File: src/rtl/rtc_pkg.sv
// Package: register offsets, status bit positions and the address decoder
// shared by the trimmed real-time clock blocks.
package rtc_pkg;

    localparam int ADDR_W = 5;

    localparam logic [ADDR_W-1:0] OFS_ALARM = 5'h00;
    localparam logic [ADDR_W-1:0] OFS_COUNT = 5'h04;
    localparam logic [ADDR_W-1:0] OFS_TRIM  = 5'h08;
    localparam logic [ADDR_W-1:0] OFS_STAT  = 5'h10;

    // Flag index inside the status flag vector; enables sit two bits higher.
    localparam int FLG_ALARM = 0;
    localparam int FLG_TICK  = 1;
    localparam int NFLAG     = 2;

    typedef enum logic [2:0] {
        SEL_NONE,
        SEL_ALARM,
        SEL_COUNT,
        SEL_TRIM,
        SEL_STAT
    } reg_sel_e;

    // Map a byte offset to a register selector.
    function automatic reg_sel_e decode_ofs(input logic [ADDR_W-1:0] a);
        case (a)
            OFS_ALARM: return SEL_ALARM;
            OFS_COUNT: return SEL_COUNT;
            OFS_TRIM:  return SEL_TRIM;
            OFS_STAT:  return SEL_STAT;
            default:   return SEL_NONE;
        endcase
    endfunction

endpackage

File: src/rtl/rtc_trim_div.sv
// Trimmed divider: counts crystal strobes and emits a one-cycle tick every
// C+1 strobes. Periods whose number within a 1023-period group is below D
// take one extra strobe. New C/D are adopted at each tick. Assumes xtal_en
// is a single-cycle strobe synchronous to clk.
module rtc_trim_div #(
    parameter int          DIV_W   = 16,
    parameter int          DEL_W   = 10,
    parameter int          GROUP   = 1023,
    parameter logic [15:0] RESET_C = 16'h7FFF
) (
    input  logic             clk,
    input  logic             rst_n,
    input  logic             xtal_en,
    input  logic             restart,
    input  logic [DIV_W-1:0] trim_c,
    input  logic [DEL_W-1:0] trim_d,
    output logic             tick
);

    localparam int GRP_W = $clog2(GROUP);

    logic [DIV_W:0]   phase;
    logic [DIV_W:0]   limit;
    logic [DIV_W-1:0] cur_c;
    logic [DEL_W-1:0] cur_d;
    logic [GRP_W-1:0] grp_idx;
    logic             long_per;
    logic             grp_last;

    // Decide whether the running period carries the extra strobe.
    always_comb begin
        long_per = 32'(grp_idx) < 32'(cur_d);
        limit    = {1'b0, cur_c} + (DIV_W+1)'(long_per);
        grp_last = grp_idx == GRP_W'(GROUP - 1);
    end

    // Advance the phase on strobes, emit the tick and adopt the new trim.
    always_ff @(posedge clk) begin
        if (!rst_n) begin
            phase   <= '0;
            grp_idx <= '0;
            cur_c   <= DIV_W'(RESET_C);
            cur_d   <= '0;
            tick    <= 1'b0;
        end else begin
            tick <= 1'b0;
            if (restart) begin
                phase   <= '0;
                grp_idx <= '0;
            end else if (xtal_en) begin
                if (phase == limit) begin
                    phase   <= '0;
                    tick    <= 1'b1;
                    grp_idx <= grp_last ? '0 : grp_idx + 1'b1;
                    cur_c   <= trim_c;
                    cur_d   <= trim_d;
                end else begin
                    phase <= phase + 1'b1;
                end
            end
        end
    end

endmodule

File: src/rtl/rtc_sec_count.sv
// Seconds counter: loads on a write, otherwise advances on each tick and
// reports a match when the advanced value equals the alarm value.
module rtc_sec_count #(
    parameter int CNT_W = 32
) (
    input  logic             clk,
    input  logic             rst_n,
    input  logic             tick,
    input  logic             load,
    input  logic [CNT_W-1:0] load_val,
    input  logic [CNT_W-1:0] alarm_val,
    output logic [CNT_W-1:0] count,
    output logic             alarm_hit
);

    logic [CNT_W-1:0] count_nxt;

    // Next value and alarm match for an advancing tick.
    always_comb begin
        count_nxt = count + CNT_W'(1);
        alarm_hit = tick && !load && (count_nxt == alarm_val);
    end

    // Hold the seconds value; a load wins over an advance.
    always_ff @(posedge clk) begin
        if (!rst_n) begin
            count <= '0;
        end else if (load) begin
            count <= load_val;
        end else if (tick) begin
            count <= count_nxt;
        end
    end

endmodule

File: src/rtl/rtc_status_flags.sv
// Event flags with write-one-to-clear, per-flag enables and gated interrupt
// outputs. A set and a clear in the same cycle leave the flag set.
module rtc_status_flags #(
    parameter int NF = 2
) (
    input  logic          clk,
    input  logic          rst_n,
    input  logic [NF-1:0] set_i,
    input  logic          wr_i,
    input  logic [NF-1:0] clr_i,
    input  logic [NF-1:0] en_i,
    output logic [NF-1:0] flag_o,
    output logic [NF-1:0] en_o,
    output logic [NF-1:0] irq_o
);

    for (genvar g = 0; g < NF; g++) begin : g_flag
        // One flag and its enable.
        always_ff @(posedge clk) begin
            if (!rst_n) begin
                flag_o[g] <= 1'b0;
                en_o[g]   <= 1'b0;
            end else begin
                flag_o[g] <= set_i[g] | (flag_o[g] & ~(wr_i & clr_i[g]));
                if (wr_i) begin
                    en_o[g] <= en_i[g];
                end
            end
        end
        assign irq_o[g] = flag_o[g] & en_o[g];
    end

endmodule

File: src/rtl/rtc_trim_top.sv
// Top of the trimmed real-time clock: register decode, alarm and trim
// storage, and wiring of divider, seconds counter and status flags.
// Assumes a single clock domain and one-cycle bus writes.
module rtc_trim_top
    import rtc_pkg::*;
#(
    parameter int DATA_W = 32,
    parameter int CNT_W  = 32,
    parameter int DIV_W  = 16,
    parameter int DEL_W  = 10,
    parameter int GROUP  = 1023
) (
    input  logic              clk,
    input  logic              rst_n,
    input  logic              xtal_en,
    input  logic [ADDR_W-1:0] bus_addr,
    input  logic              bus_we,
    input  logic [DATA_W-1:0] bus_wdata,
    output logic [DATA_W-1:0] bus_rdata,
    output logic              irq_alarm,
    output logic              irq_tick
);

    localparam int TRIM_W = DIV_W + DEL_W;

    reg_sel_e         sel;
    logic             cnt_wr;
    logic             st_wr;
    logic             trim_wr;
    logic             alarm_wr;
    logic [CNT_W-1:0] alarm_q;
    logic [CNT_W-1:0] count_q;
    logic [DIV_W-1:0] trim_c_q;
    logic [DEL_W-1:0] trim_d_q;
    logic             div_tick;
    logic             alarm_hit;
    logic [NFLAG-1:0] flag_q;
    logic [NFLAG-1:0] en_q;
    logic [NFLAG-1:0] irq_v;
    logic [NFLAG-1:0] set_v;

    // Decode the offset into per-register write strobes.
    always_comb begin
        sel      = decode_ofs(bus_addr);
        alarm_wr = bus_we && (sel == SEL_ALARM);
        cnt_wr   = bus_we && (sel == SEL_COUNT);
        trim_wr  = bus_we && (sel == SEL_TRIM);
        st_wr    = bus_we && (sel == SEL_STAT);
    end

    // Alarm and trim storage written from the bus.
    always_ff @(posedge clk) begin
        if (!rst_n) begin
            alarm_q  <= '0;
            trim_c_q <= DIV_W'(16'h7FFF);
            trim_d_q <= '0;
        end else begin
            if (alarm_wr) begin
                alarm_q <= bus_wdata[CNT_W-1:0];
            end
            if (trim_wr) begin
                trim_c_q <= bus_wdata[DIV_W-1:0];
                trim_d_q <= bus_wdata[TRIM_W-1:DIV_W];
            end
        end
    end

    rtc_trim_div #(
        .DIV_W   (DIV_W),
        .DEL_W   (DEL_W),
        .GROUP   (GROUP),
        .RESET_C (16'h7FFF)
    ) u_div (
        .clk     (clk),
        .rst_n   (rst_n),
        .xtal_en (xtal_en),
        .restart (cnt_wr),
        .trim_c  (trim_c_q),
        .trim_d  (trim_d_q),
        .tick    (div_tick)
    );

    rtc_sec_count #(
        .CNT_W (CNT_W)
    ) u_sec (
        .clk       (clk),
        .rst_n     (rst_n),
        .tick      (div_tick),
        .load      (cnt_wr),
        .load_val  (bus_wdata[CNT_W-1:0]),
        .alarm_val (alarm_q),
        .count     (count_q),
        .alarm_hit (alarm_hit)
    );

    // Order the set events to match the flag index.
    always_comb begin
        set_v            = '0;
        set_v[FLG_ALARM] = alarm_hit;
        set_v[FLG_TICK]  = div_tick;
    end

    rtc_status_flags #(
        .NF (NFLAG)
    ) u_flags (
        .clk    (clk),
        .rst_n  (rst_n),
        .set_i  (set_v),
        .wr_i   (st_wr),
        .clr_i  (bus_wdata[NFLAG-1:0]),
        .en_i   (bus_wdata[2*NFLAG-1:NFLAG]),
        .flag_o (flag_q),
        .en_o   (en_q),
        .irq_o  (irq_v)
    );

    assign irq_alarm = irq_v[FLG_ALARM];
    assign irq_tick  = irq_v[FLG_TICK];

    // Combinational read mux; unmapped offsets read zero.
    always_comb begin
        bus_rdata = '0;
        case (sel)
            SEL_ALARM: bus_rdata = DATA_W'(alarm_q);
            SEL_COUNT: bus_rdata = DATA_W'(count_q);
            SEL_TRIM:  bus_rdata = DATA_W'({trim_d_q, trim_c_q});
            SEL_STAT:  bus_rdata = DATA_W'({en_q, flag_q});
            default:   bus_rdata = '0;
        endcase
    end

endmodule

File: config.mk
export PLATFORM = sky130hd
export DESIGN_NAME = rtc_trim_top
export DESIGN_NICKNAME = d
export VERILOG_FILES = /design/src/rtl/rtc_pkg.sv /design/src/rtl/rtc_trim_div.sv /design/src/rtl/rtc_sec_count.sv /design/src/rtl/rtc_status_flags.sv /design/src/rtl/rtc_trim_top.sv
export SDC_FILE = /design/constraint.sdc
export NUM_CORES = 1
export LEC_CHECK = 0
export CORE_ASPECT_RATIO = 1.5
export CORE_UTILIZATION = 55
export DETAILED_ROUTE_END_ITERATION = 10
export PLACE_DENSITY = 0.82
export SLEW_MARGIN = 20
export SYNTH_ARGS = -nofsm -noshare
export SYNTH_HDL_FRONTEND = slang
export SYNTH_SLANG_ARGS = --single-unit
File: constraint.sdc
create_clock -name clk -period 6.9 [get_ports clk]
set_clock_uncertainty 0.15 [all_clocks]
set_input_delay 0.69 -clock clk [delete_from_list [all_inputs] [get_ports clk]]
set_output_delay 0.69 -clock clk [all_outputs]
set_load 0.01 [all_outputs]
==> impl_metrics.toml, run 1 <==
[timing]
final_hold_viol_count = 0
setup_ws_ps = 2190
period_minus_slack_ps = 4710
max_freq_ghz = 0.212
rsz0062_at_grt = "false"
worst_slew_margin_rel_pct = 23.1
timing.final.crit_share_pct = 68.2
setup_violations = 0
worst_slew_pin_slew_ps = 1150
slew_viol_final = 0
final.setup.tns_ps = 0

[clocking]
cts_tree = "done"
root_buffer = "clkbuf_16"
htreeDepth = 4
clk_pin_slew_worst_paths_ps = 60
clock_sinks = 148
cts_hold_buf = 0
cts_resized = 0
worstSkewPairLatency_ps = 440
postCtsSetupRepairBufs = 0
cts_buffer_depth = 2
cts_made_buffers = 17

[yosys]
synth_seq_cells = 148
ys_types = 74
syn_area_per_cell_um2 = 7.93
synth-warning-count = 0
synth_edf_count = 0
async_reset_ff_share_pct = 0
netlist_area_um2 = 8540
synthCells = 1078
synthFlopType = "dfxtp_1"
seq_area_frac_synth_pct = 34.7
syn_nets = 1134

[power]
peakVddDrop_uv = 136
p_leak_nw = 3.77
powerDensity_nw_per_um2 = 198
p_total_mw = 1.94

[critical_path]
startpoint_type = "register"
path_depth = 17
reg2reg_slack_ps = 2190
worstSetupEndpointType = "register"
critPathKind = "reg2reg"
worst-path-buf-inv = 0
crit_fanout = 25
timing.rr.end = "u_div.cur_d[6]"
cpPeakStageDelay_ps = 510
crit_arrival_ps = 4850
r2r-start = "u_div.grp_idx[1]"
reg2reg_depth = 17
crit_family = "simple AND/OR/NAND/NOR gates"
path_common_cell = "a21o_1"
crit_chain = "ha_1 > a21o_1 > a21o_1 > a21o_1 > a21oi_1 > nor2b_1 > o21ai_0 > a21o_1 > ha_1 > ha_1 > nand3_1 > nor4_1 > xnor2_1 > and4_4 > nand4_4 > mux2i_1 > nor2_1"
crit_path_start = "u_div.grp_idx[1]"
cp_slowest_cell = "nand4_4"
required_ps = 7040
cp-endpoint = "u_div.cur_d[6]"

[route]
vias_per_cell = 6.09
drt_iter0_drc = 719
dr.pass1.iters = 6
vias = 7962
postRouteAntennaNets = 0
wl_per_cell_um = 18.1
drc_errors = 0
wirelength_mm = 23.6

[layout]
diodes = 0
final_area_um2 = 9840
syn_to_final_growth_pct = 15.1
layout-drive-gt1-share_pct = 5.42
final_cells = 1307
final_nets = 1152

[placement]
gp_congestion = 0.926
port_buffers = 74
dp_slack_ps = 2310
placed_cell_area_um2 = 9220
dp_hpwl_mm = 15.9
placedCellCount = 1276

[global_route]
gr-total-overflow = 0
grt_pass1_vias = 7485
grt_max_degree = 65
grt_pass1_wl_mm = 37.5
antenna_found_initial = 0
grt_usage_pct = 29.6

[floorplanning]
die_x_um = 104
initial_core_util_pct = 56.4
die_h_um = 155
coreArea_um2 = 15100
rows = 55
io_pins = 75
die_area_um2 = 16000

[status]
status = "finished clean"

[flow_run]
drv_cap = 0

[hold_path]
hp-class = "reg2reg"
[state kept, by name, summed over array words and instances (netlist names)]
register and count:
trim_c_q 16, u_flags.en_o 2, u_div.cur_c 16, u_div.grp_idx 10, alarm_q 32, u_flags.flag_o 2, trim_d_q 10, u_div.cur_d 10
u_sec.count 32, u_div.tick 1, u_div.phase 17
[final cells by class]
type / count / area, um^2
clock buffers: 23 / 498
flip-flops and latches: 148 / 2960
well taps: 199 / 249
repair buffers: 82 / 801
multi-input cells: 806 / 5050
clock inverters: 8 / 123
inverters: 41 / 154
fillers: 1287 / 5300
[metrics by stage]
step / util (%) / hold WS [ps]
2_1_floorplan: - / 285
3_3_place_gp: 60.9 / 294
3_5_place_dp: 60.9 / 311
4_1_cts: 65.0 / 319
5_1_grt: 65.0 / 347
6_report: 65.0 / 320
[layer usage]
layer	GRT usage, %	wire length, um	share of wire (%)
met1	32.6	9100	39
met3	4.85	1430	6.1
met2	52.2	11900	50
met4	20.0	1190	5.0
met5	0	0	0
[worst min-delay path, stage by stage (launching register included)]
cell and delay, ps:
dfxtp_1 310, nand2_1 50, mux2i_1 50
[placed cells by master (no fill, tap or decap), types with 13 or more instances in the layout]
cell type / n
nand2_1: 180
dfxtp_1: 148
nor2_1: 94
clkdlybuf4s50_1: 74
a21oi_1: 57
xnor2_1: 56
nand3_1: 52
xor2_1: 48
inv_1: 40
mux2i_1: 35
a211oi_1: 34
nand4_1: 24
a222oi_1: 22
o21ai_0: 22
clkbuf_16: 17
and3_1: 15
ha_1: 15
nor3_1: 13
[worst min path at each step]
stage               depth (start not counted)  slack (ps)        endpoint      startpoint
floorplan                                   2         280  u_div.cur_d[9]  u_div.cur_d[9]
global placement                            2         290  u_div.cur_d[9]  u_div.cur_d[9]
detailed placement                          2         310  u_div.cur_d[9]  u_div.cur_d[9]
CTS                                         2         320  u_div.cur_d[9]  u_div.cur_d[9]
global route                                2         350  u_div.cur_d[9]  u_div.cur_d[9]
finish                                      2         320  u_div.cur_d[9]  u_div.cur_d[9]
[cell usage after synthesis, types with 13 or more instances]
| cell | number | area share, % |
|---|---|---|
| nor3_1 | 13 | 0.76 |
| ha_1 | 15 | 2.2 |
| nand4_1 | 24 | 1.8 |
| a211oi_1 | 34 | 3.0 |
| clkbuf_1 | 52 | 2.3 |
| buf_2 | 15 | 0.88 |
| dfxtp_1 | 148 | 35 |
| a222oi_1 | 22 | 2.6 |
| xnor2_1 | 56 | 5.7 |
| nor2_1 | 95 | 4.2 |
| nand2_1 | 180 | 7.9 |
| a21oi_1 | 57 | 3.3 |
| mux2i_1 | 35 | 4.1 |
| xor2_1 | 48 | 4.9 |
| and3_1 | 15 | 1.1 |
| o21ai_0 | 22 | 1.3 |
| inv_1 | 40 | 1.8 |
| nand3_1 | 53 | 3.1 |
[cells by family (layout without fill, tap and decap cells)]
kind of cell	count (synthesis)	after routing	synth area share, %
compound gates	194	194	15.8
buf+inv	124	154	6.36
simple gates	455	455	25.6
flops	148	148	34.7
mux	37	37	4.36
fa+ha+maj	15	15	2.20
xor+xnor	105	105	10.9
[report_power, final]
group	switching [mW]	total, mW	internal (mW)
Clock	0.368	0.981	0.613
Sequential	0.0103	0.872	0.861
Combinational	0.0503	0.0911	0.0407
Note: power is estimated with default switching activity, not from simulation.
==> run 2: changes to the inputs <==
Clock period 6.9 ns to 4.85 ns, I/O delays scaled along.
==> impl_metrics.toml, run 2 (synthesis results as in run 1) <==
[placement]
port_buffers = 74
placedCellCount = 1283
gp_congestion = 0.884
dp_hpwl_mm = 16.5

[route]
drc_errors = 0
vias_per_cell = 6.15
drt-met1-wl_mm = 8.91
postRouteAntennaNets = 0
wirelength_mm = 24.0
wl_per_cell_um = 18.2
highest_layer = "met4"
drt_iter0_drc = 851
dr.pass1.iters = 7
wl_met3_mm = 1.60
vias = 8098
met2_length_mm = 12.4

[clocking]
cts_buffer_depth = 2
cts_hold_buf = 0
cts_made_buffers = 17
root_buffer = "clkbuf_16"
clk_pin_slew_worst_paths_ps = 60
worstSkewPairLatency_ps = 440
clock_sinks = 148
cts_tree = "done"
htreeDepth = 4

[layout]
top_regs = "alarm_q x32, u_sec.count x32, u_div.phase x17"
fillers = 1278
layout-drive-gt1-share_pct = 6.09
final_nets = 1160
mostFrequentLayoutCell = "nand2_1"
diodes = 0
syn_to_final_growth_pct = 16.2
final_cells = 1316
layout_common_cells = "nand2_1, dfxtp_1, nor2_1"

[critical_path]
critPathKind = "reg2reg"
path_common_cell = "a21o_1"
startpoint_type = "register"
worstSetupEndpointType = "register"
crit_arrival_ps = 4690
cpPeakStageDelay_ps = 530
crit_fanout = 8
cp_slowest_cell = "or4_1"
crit_chain = "ha_1 > a21o_1 > a21o_1 > a21o_1 > a21oi_1 > nor2b_1 > o21ai_0 > a21o_1 > ha_1 > nand4_4 > nor4_4 > o2111ai_1 > a2111oi_0 > and3_1 > nand3_4 > or4_1 > a21oi_1"
required_ps = 5060

[global_route]
gr-total-overflow = 0
grt_pass1_wl_mm = 38.6
grt_max_degree = 65
antenna_found_initial = 0
grt_pass1_vias = 7797
grt_usage_pct = 30.3

[timing]
whs_ps = 319
final_hold_viol_count = 0
slew_viol_final = 0
rsz0062_at_grt = "false"
setup_violations = 0
timing.final.crit_share_pct = 92.4
worst_slew_margin_rel_pct = 28.1
period_minus_slack_ps = 4480
worst_slew_pin_slew_ps = 1080
final.setup.tns_ps = 0
max_freq_ghz = 0.223

[hold_path]
hp-class = "reg2reg"

[power]
powerDensity_nw_per_um2 = 283
p_leak_nw = 3.82
peakVddDrop_uv = 208

[floorplanning]
rows = 55
coreArea_um2 = 15100
io_pins = 75
die_x_um = 104
die_h_um = 155
die_area_um2 = 16000
initial_core_util_pct = 56.4

[status]
status = "finished clean"

[flow_run]
drv_cap = 0
## run 2: cell types whose count changed in the layout (fill, tap and decap cells not counted)
cell,before,now
and3b_2,1,0
and2_1,9,10
bufinv_16,3,4
and3b_1,1,2
clkbuf_8,5,1
and2_2,2,1
nand4_4,2,3
clkbuf_1,1,0
clkinv_2,2,1
clkinv_4,0,3
inv_6,0,3
buf_4,8,15
## run 2: worst max-delay path: cells and delay by family, from the launching register on
kind	cells	cell delay, ps
simple gates	6	1730
compound gates	9	1540
fa+ha+maj	2	540
flops	1	450
## run 2: path summary, 6_finish.rpt
kind                                        from          endpoint  slack (ps)  cells past startpoint
worst max-delay path            u_div.grp_idx[1]  u_div.grp_idx[9]         370                     17
worst min register to register    u_div.cur_d[9]    u_div.cur_d[9]         320                      2
worst min-delay path              u_div.cur_d[9]    u_div.cur_d[9]         320                      2
worst max register to register  u_div.grp_idx[1]  u_div.grp_idx[9]         370                     17
## run 2: what timing repair did
| action | in CTS | in global routing |
|---|---|---|
| gates resized for setup | 0 | 1 |
| setup buffers | 0 | 0 |
| endpoints found under the setup margin | 0 | 24 |
| endpoints found under the hold margin | 0 | 0 |
## run 2: area by class of cell
| cell class | instances | area (um^2) | share of cell area (%) |
|---|---|---|---|
| well taps | 199 | 249 | 2.51 |
| flip-flops and latches | 148 | 2960 | 29.8 |
| repair buffers | 89 | 853 | 8.60 |
| clock inverters | 14 | 200 | 2.02 |
| multi-input cells | 807 | 5070 | 51.1 |
| clock buffers | 18 | 439 | 4.42 |
| inverters | 41 | 154 | 1.55 |
## run 2: layer usage
layer,vias up,global-route usage (%)
met5,-,0
met2,338,54.9
li1,3838,-
met3,88,5.39
met4,0,19.3
met1,3834,32.3
## run 2: per-stage QoR
stage          area [um^2]  power (mW)  utilization, %  setup WS (ps)
2_1_floorplan         8540        1.33               -            859
3_3_place_gp          9270        1.39            61.2            461
3_5_place_dp          9270        1.40            61.2            349
4_1_cts               9900        2.81            65.4            266
5_1_grt               9930        2.87            65.6           23.0
6_report              9930        2.81            65.6            366
## run 2: power breakdown
part,leakage (nW),internal [mW],switching [mW],total [mW]
Clock,0.304,0.880,0.555,1.43
Sequential,1.19,1.23,0.0147,1.24
Combinational,2.32,0.0596,0.0739,0.133
